$ cat src/rtl/bsc_seg_pkg.sv
package bsc_seg_pkg;

    // Operation applied to the shift stage of every cell in one scan clock.
    typedef enum logic [1:0] {
        OP_HOLD    = 2'd0,
        OP_CAPTURE = 2'd1,
        OP_SHIFT   = 2'd2
    } cell_op_e;

    // Per-cell storage: the serial stage and the parallel hold stage.
    typedef struct packed {
        logic shf;
        logic upd;
    } cell_state_t;

    // Driver side of one pin: enable plus data.
    typedef struct packed {
        logic oe;
        logic dat;
    } pin_drive_t;

    // Values loaded by reset: enables off, data arbitrary but fixed to 0.
    localparam logic CTRL_SAFE = 1'b0;
    localparam logic DATA_SAFE = 1'b0;

    // Two cells per pin.
    function automatic int unsigned seg_len(input int unsigned pins);
        return 2 * pins;
    endfunction

    // Capture wins over shift when both strobes are present.
    function automatic cell_op_e pick_op(input logic cap, input logic shf);
        if (cap)
            return OP_CAPTURE;
        else if (shf)
            return OP_SHIFT;
        else
            return OP_HOLD;
    endfunction

endpackage

$ cat src/rtl/bsc_cell.sv
module bsc_cell
    import bsc_seg_pkg::*;
#(
    parameter logic SAFE = 1'b0
) (
    input  logic     clk,
    input  logic     rst,
    input  cell_op_e op,
    input  logic     upd_en,
    input  logic     scan_in,
    input  logic     cap_val,
    output logic     scan_out,
    output logic     hold
);

    cell_state_t st;

    always_ff @(posedge clk) begin
        if (rst) begin
            st.shf <= 1'b0;
            st.upd <= SAFE;
        end else begin
            case (op)
                OP_CAPTURE: st.shf <= cap_val;
                OP_SHIFT:   st.shf <= scan_in;
                default:    st.shf <= st.shf;
            endcase
            if (upd_en)
                st.upd <= st.shf;
        end
    end

    assign scan_out = st.shf;
    assign hold     = st.upd;

    // a capture loads the parallel value seen on that edge.
    p_capture_r1: assert property (@(posedge clk) disable iff (rst)
        (op == OP_CAPTURE) |=> (scan_out == $past(cap_val)));

    // a shift loads the upstream serial bit.
    p_shift_r8: assert property (@(posedge clk) disable iff (rst)
        (op == OP_SHIFT) |=> (scan_out == $past(scan_in)));

    // update copies the serial stage.
    p_update_r6: assert property (@(posedge clk) disable iff (rst)
        upd_en |=> (hold == $past(scan_out)));

    // no update strobe, no change in the hold stage.
    p_upd_hold_r7: assert property (@(posedge clk) disable iff (rst)
        !upd_en |=> $stable(hold));

endmodule

$ cat src/rtl/bsc_pin_pair.sv
module bsc_pin_pair
    import bsc_seg_pkg::*;
(
    input  logic     clk,
    input  logic     rst,
    input  cell_op_e op,
    input  logic     upd_en,
    input  logic     mode_test,
    input  logic     scan_in,
    output logic     scan_out,
    input  logic     core_do,
    input  logic     core_oe,
    output logic     core_di,
    output logic     pad_do,
    output logic     pad_oe,
    input  logic     pad_di
);

    logic       mid;        // data cell serial out -> control cell serial in
    pin_drive_t core_side;
    pin_drive_t test_side;
    pin_drive_t pad_side;

    // Higher position: data cell, watches the real pin level.
    bsc_cell #(.SAFE(DATA_SAFE)) u_dat (
        .clk      (clk),
        .rst      (rst),
        .op       (op),
        .upd_en   (upd_en),
        .scan_in  (scan_in),
        .cap_val  (pad_di),
        .scan_out (mid),
        .hold     (test_side.dat)
    );

    // Lower position: control cell, gates the driver enable.
    bsc_cell #(.SAFE(CTRL_SAFE)) u_ctl (
        .clk      (clk),
        .rst      (rst),
        .op       (op),
        .upd_en   (upd_en),
        .scan_in  (mid),
        .cap_val  (core_oe),
        .scan_out (scan_out),
        .hold     (test_side.oe)
    );

    always_comb begin
        core_side.oe  = core_oe;
        core_side.dat = core_do;
        pad_side      = mode_test ? test_side : core_side;
    end

    assign pad_oe  = pad_side.oe;
    assign pad_do  = pad_side.dat;
    assign core_di = pad_di;

    // loading a 0 into the control hold stage floats the pin in test mode.
    p_float_r2: assert property (@(posedge clk) disable iff (rst)
        (upd_en && !scan_out) |=> (!mode_test || !pad_oe));

    // the cycle after reset, test mode leaves the pin undriven.
    p_reset_safe_r3: assert property (@(posedge clk) disable iff (rst)
        ($past(rst) && mode_test) |-> (!pad_oe && !pad_do));

endmodule

$ cat src/rtl/bscan_bidir_seg.sv
module bscan_bidir_seg
    import bsc_seg_pkg::*;
#(
    parameter int unsigned NPINS = 8
) (
    input  logic             clk,
    input  logic             rst,
    input  logic             mode_test,
    input  logic             cap_en,
    input  logic             shf_en,
    input  logic             upd_en,
    input  logic             si,
    output logic             so,
    input  logic [NPINS-1:0] core_do,
    input  logic [NPINS-1:0] core_oe,
    output logic [NPINS-1:0] core_di,
    output logic [NPINS-1:0] pad_do,
    output logic [NPINS-1:0] pad_oe,
    input  logic [NPINS-1:0] pad_di
);

    cell_op_e         op;
    logic [NPINS:0]   link;     // link[i] = serial out of pin pair i

    assign op          = pick_op(cap_en, shf_en);
    assign link[NPINS] = si;
    assign so          = link[0];

    for (genvar i = 0; i < NPINS; i++) begin : g_pin
        bsc_pin_pair u_pair (
            .clk       (clk),
            .rst       (rst),
            .op        (op),
            .upd_en    (upd_en),
            .mode_test (mode_test),
            .scan_in   (link[i+1]),
            .scan_out  (link[i]),
            .core_do   (core_do[i]),
            .core_oe   (core_oe[i]),
            .core_di   (core_di[i]),
            .pad_do    (pad_do[i]),
            .pad_oe    (pad_oe[i]),
            .pad_di    (pad_di[i])
        );
    end

    // simultaneous capture and shift behaves as capture at position 0.
    p_cap_prio_r9: assert property (@(posedge clk) disable iff (rst)
        (cap_en && shf_en) |=> (so == $past(core_oe[0])));

    // core input always mirrors the pad.
    p_core_in_r5: assert property (@(posedge clk) disable iff (rst)
        core_di == pad_di);

endmodule

$ cat config.mk
export PLATFORM = sky130hd
export DESIGN_NAME = bscan_bidir_seg
export DESIGN_NICKNAME = d
export VERILOG_FILES = /design/src/rtl/bsc_seg_pkg.sv /design/src/rtl/bsc_cell.sv /design/src/rtl/bsc_pin_pair.sv /design/src/rtl/bscan_bidir_seg.sv
export SDC_FILE = /design/constraint.sdc
export NUM_CORES = 1
export LEC_CHECK = 0
export BUFFER_PORTS_ARGS = -buffer_cell sky130_fd_sc_hd__buf_4
export CAP_MARGIN = 20
export CORE_MARGIN = 1
export CORE_UTILIZATION = 40
export DETAILED_ROUTE_END_ITERATION = 12
export PLACE_DENSITY_LB_ADDON = 0.1
export SYNTH_ARGS = -nofsm -noshare
export SYNTH_HDL_FRONTEND = slang
export SYNTH_SLANG_ARGS = --single-unit
$ cat constraint.sdc
create_clock -name clk -period 1.3 [get_ports clk]
set_input_delay 0.26 -clock clk [delete_from_list [all_inputs] [get_ports clk]]
set_output_delay 0.26 -clock clk [all_outputs]
set_load 0.02 [all_outputs]
Yosys cells after proc, flatten, opt, wreduce, memory -nomap -nowiden
Cells that the tools add are included.
Storage, ports and cells
  output and inout bits: 25
  input bits: 31
  flip-flop bits (word level): 32
  word-level logic and storage cells: 61
Cells by class
  eq/ne operators: 2
  reductions and logical operators: 1
  multiplexer cells: 26
Operators with widths (number)
  $pmux 1 s2: 16
  $mux 2: 10
  $eq 2x1->1 const B: 1
  $eq 2x2->1 const B: 1
  $reduce_bool 2->1: 1

Depth between registers and ports, before layout
  depth after elaboration: 4
  depth in mapped cells: 4
  mapped depth without buffers: 2

Hierarchy
From an unflattened synthesis, not the netlist that was laid out.
Unflattened totals
  cells, all modules: 185
  area, all modules: 1895.6 µm²
By module, submodules not included
  bsc_cell: sequential area each 40.0 µm², area an instance 102.6 µm², cells each 10, times used 16
  bsc_pin_pair: sequential area each 0.0 µm², area an instance 30.0 µm², cells each 3, times used 8
  bscan_bidir_seg: sequential area each 0.0 µm², area an instance 13.8 µm², cells each 1, times used 1

Worst setup path before layout
No wires, ideal clock.
  kind: input port to output port
  from: input mode_test
  to: output pad_do[3]
  buffers on the path: 3
  stages on the path: 4
  path slack: -0.031 ns
  arrival: 1.071 ns
  data required time: 1.040 ns
  cell sequence: buf_2 buf_4 mux2_2 buf_4
Between the ends
  word-level cells in the longest chain between the ends: 1
Ends and longest elaborated chain
  from (decl): RTL line bscan_bidir_seg.sv:8  | input logic mode_test,
  $mux 2: RTL line bsc_pin_pair.sv:51  | pad_side = mode_test ? test_side : core_side;
  to (decl): RTL line bscan_bidir_seg.sv:17  | output logic [NPINS-1:0] pad_do,
Every way passes these cells.

Worst setup path after layout
  from: register g_pin[4].u_pair.u_dat.st (netlist bit g_pin[4].u_pair.u_dat.hold)
  to: output pad_do[4]
Between the ends
  word-level cells in the longest chain between the ends: 1
Ends and longest elaborated chain
  from (decl): RTL line bsc_cell.sv:16  | cell_state_t st;
  $mux 2: RTL line bsc_pin_pair.sv:51
Every way passes these cells.

==> results list <==
* Result of the run: completed
- Min-delay src: pad_di[0]
- The number of antenna violations at the first check in global routing came to 0.
- FF-to-FF setup slack: 0.49 ns
- The longest clock path from root to sink contains 2 buffers.
- For this design, the sink count on the clock tree is 32.
- The floorplan has 23 rows.
- Unrepaired setup endpoints after global routing: no
* Total count of hold-check failures in the final report: 0
* Hold buffer count at cts: 0
* Number of clock buffers inserted by TritonCTS: 5
- Peak VDD IR: 0.5482 mV
- Chip height: 68.01 um
- Die area: 4625 um^2
* Post-route worst setup slack: 0.03317 ns
* Number of synthesized register bits: 32
- Number of vias in the routed layout: 1,188
- Filler instances: 390
- Type of the worst setup path: reg2out
- Sequential cell area: 641.9 um^2
- Synthesis handed over a netlist of 164 instances.
* DP HPWL: 2.273 mm
- Violation count after the first detailed-route iteration: 46
- The completed layout was analyzed and its total power is 2328 uW.
- Crit path time final: 1.267 ns
- Once layout is complete, the cells apart from fillers number 243.
* Synth-to-layout area growth: 18.23%
- Share of the synthesized area in the top cell type: 0.3676
* Average wire length per cell after detail routing: 13.88 um
- The worst setup path is captured at a primary output.
- Startpoint of the lowest-slack register-to-register path: g_pin[3].u_pair.u_dat.scan_out$_SDFFE_PP0P_
- Walking the worst path, the cells encountered are mux2_2 -> buf_4.
- For this run, the detailed router's first-pass iteration total came to 3.
* RePlAce Congestion: 0.7099
* Final standard cell utilization of the core: 0.5043
- Wirelength, routed: 3.372 mm
* Leakage power total: 0.0009391 uW
- Cell at the slowest stage of the critical path: sky130_fd_sc_hd__dfxtp_1
- Clk Latency, worst-skew pair: 0.27 ns
- Power spread over the standard cell area amounts to 1130 nW/um^2.
- Of the synthesized area, sequential elements account for 0.3676.
* Setup TNS: 0 ns
- In the finished design, the share of the clock period the worst path needs comes to 0.9745.
* Via density: 4.889
* End point of the most critical hold path: g_pin[0].u_pair.u_dat.scan_out$_SDFFE_PP0P_
* Largest fanout on the critical path: 2
* Proportion of layout cells with a drive suffix above 1: 0.4611
- The first global-routing pass estimated 5.092 mm of wire.
- The initial utilization of the core area, before any placement, comes to 0.4265.
* Clock input transition at the sequential cells of the worst setup and hold paths: 0.06 ns
* Antenna viol nets, final: 0
- Dpl ws: 0.005666 ns
- Number of max-capacitance violations reported: 0
- Number of enable flip-flop cells after synthesis: 0
* Number of H-tree branching levels: 2
- Data on the critical path is required at its endpoint by 1.04 ns.
- Yosys printed 0 warnings.
- Fraction of synthesis flops using an asynchronous set or reset pin: 0
* Arrival time reported for the critical path endpoint: 1.01 ns
- The via count of the first global-routing pass is 1,112.
* Slew @ Worst Pin: 0.6788 ns
* Number of nets at the end of the flow: 223
- Measured along the x axis, the die boundary spans 68.01 um.
* Global routing usage summed across all routing layers: 0.1496
* Reg2reg end: g_pin[3].u_pair.u_ctl.scan_out$_SDFFE_PP0P_
* Mean post-synth cell area: 10.63 um^2
* Max-Slew Margin vs Limit: 0.5470
* Count of final max-slew check failures: 0
- Worst hold path depth: 3
- Ranking of synthesized cells by instance count: sky130_fd_sc_hd__dfxtp_1, sky130_fd_sc_hd__mux2i_1, sky130_fd_sc_hd__buf_4
- Setup bufs post-CTS: 0
- 56 I/O pins were placed.
- Summed over all layers, the global routing overflow is 0.
* Synthesized net count: 195
* Area of the mapped netlist: 1743 um^2
- Entering global routing, the biggest net connects 33 pins.
* Leading cell types by total area after synthesis: sky130_fd_sc_hd__dfxtp_1, sky130_fd_sc_hd__mux2i_1, sky130_fd_sc_hd__buf_4, sky130_fd_sc_hd__mux2_2, sky130_fd_sc_hd__a211oi_2
* Setup-failing EPs final: 0
- The multi-input combinational cells in the finished layout cover a total of 830.8 um^2.
- Worst r2r path cells: 2
* Library cell with the largest summed area after synthesis: sky130_fd_sc_hd__dfxtp_1
- Core ar.: 4086 um^2
* Number of port buffers: 55
- Commonest register cell after synthesis: sky130_fd_sc_hd__dfxtp_1
- Clock tree from TritonCTS: done
* CP peak stage delay: 0.32 ns
- Setup crit start kind: flip-flop
- Based on the critical path, the design can be clocked at up to 0.7894 GHz.
- Number of cells in the design after placement: 235
- In the routed design, unresolved DRC markers number 0.
- Type of the tightest min-delay check: in2reg
- Root Buffer: sky130_fd_sc_hd__clkbuf_8
* Distinct cell type count of the synthesized netlist: 13
- Antenna cells: 0
- Worst-case clock skew: 0.002256 ns
per-stage QoR:
stage / hold WS (ns) / area (um^2)
6_report: 0.2945 / 2061
3_5_place_dp: 0.4800 / 1958
3_3_place_gp: 0.4661 / 1958
5_1_grt: 0.3075 / 2061
2_1_floorplan: 0.3328 / 1749
4_1_cts: 0.2973 / 2048
critical path, delay by kind of cell, from the launching register on:
kind	cells	cell delay, ns
flops	1	0.32
mux	1	0.26
buf+inv	1	0.15
state kept, by name (all words and copies together) (netlist names):
signal / cells
g_pin.u_pair.u_dat.hold: 8
g_pin.u_pair.u_ctl.scan_out: 8
g_pin.u_pair.u_ctl.hold: 8
g_pin.u_pair.u_dat.scan_out: 8
routing by layer:
metal	GRT usage	vias to the layer above	wire length (um)
li1	-	598	-
met2	0.2402	35	1520
met1	0.1859	550	1634
met4	0.05990	0	31
met3	0.04333	5	185
met5	0	-	0
logic make-up (layout without fill, tap and decap cells):
family	count (synthesis)	in the layout	synth area share
compound gates	16	16	0.09763
buf+inv	36	65	0.1558
flops	32	32	0.3675
mux	48	48	0.2872
simple gates	32	32	0.09189
power breakdown:
| part | internal (uW) | leakage (uW) | switching (uW) |
|---|---|---|---|
| Sequential | 1040 | 0.000264 | 39.9 |
| Clock | 431 | 0.0000455 | 342 |
| Combinational | 245 | 0.000629 | 228 |
placed cells by master, fill, tap and decap left out:
master and instances:
sky130_fd_sc_hd__buf_4 53, sky130_fd_sc_hd__mux2i_1 32, sky130_fd_sc_hd__clkbuf_8 6, sky130_fd_sc_hd__clkbuf_1 2, sky130_fd_sc_hd__nor2_1 16, sky130_fd_sc_hd__a211oi_2 10, sky130_fd_sc_hd__dfxtp_1 31, sky130_fd_sc_hd__a211oi_1 6
sky130_fd_sc_hd__inv_1 1, sky130_fd_sc_hd__nor2b_1 16, sky130_fd_sc_hd__dfxtp_2 1, sky130_fd_sc_hd__mux2_2 16, sky130_fd_sc_hd__buf_6 3
cell type report:
type,count,share of cell area
Sequential cell,32,0.3115
Tap cell,50,0.03036
Multi-Input combinational cell,96,0.4032
Inverter,1,0.001821
Clock buffer,8,0.04372
Timing Repair Buffer,56,0.2095
how the worst max path moves through the flow:
stage	to	cells after the start	start	slack [ns]
after floorplan	pad_do[3]	4	mode_test	0.04
after CTS	pad_oe[0]	3	mode_test	0.0008
after detailed placement	pad_oe[0]	3	mode_test	0.006
final	pad_do[4]	2	g_pin[4].u_pair.u_dat.hold$_SDFFE_PP0P_	0.03
after global routing	pad_do[6]	2	g_pin[6].u_pair.u_dat.hold$_SDFFE_PP0P_	0.001
after global placement	pad_oe[7]	3	mode_test	0.03
what timing repair did:
item | CTS | global route
resized for setup | 0 | 4
endpoints found under the hold margin | 0 | 0
setup endpoints to repair | 0 | 9
Power figures use the tool's default switching activity.
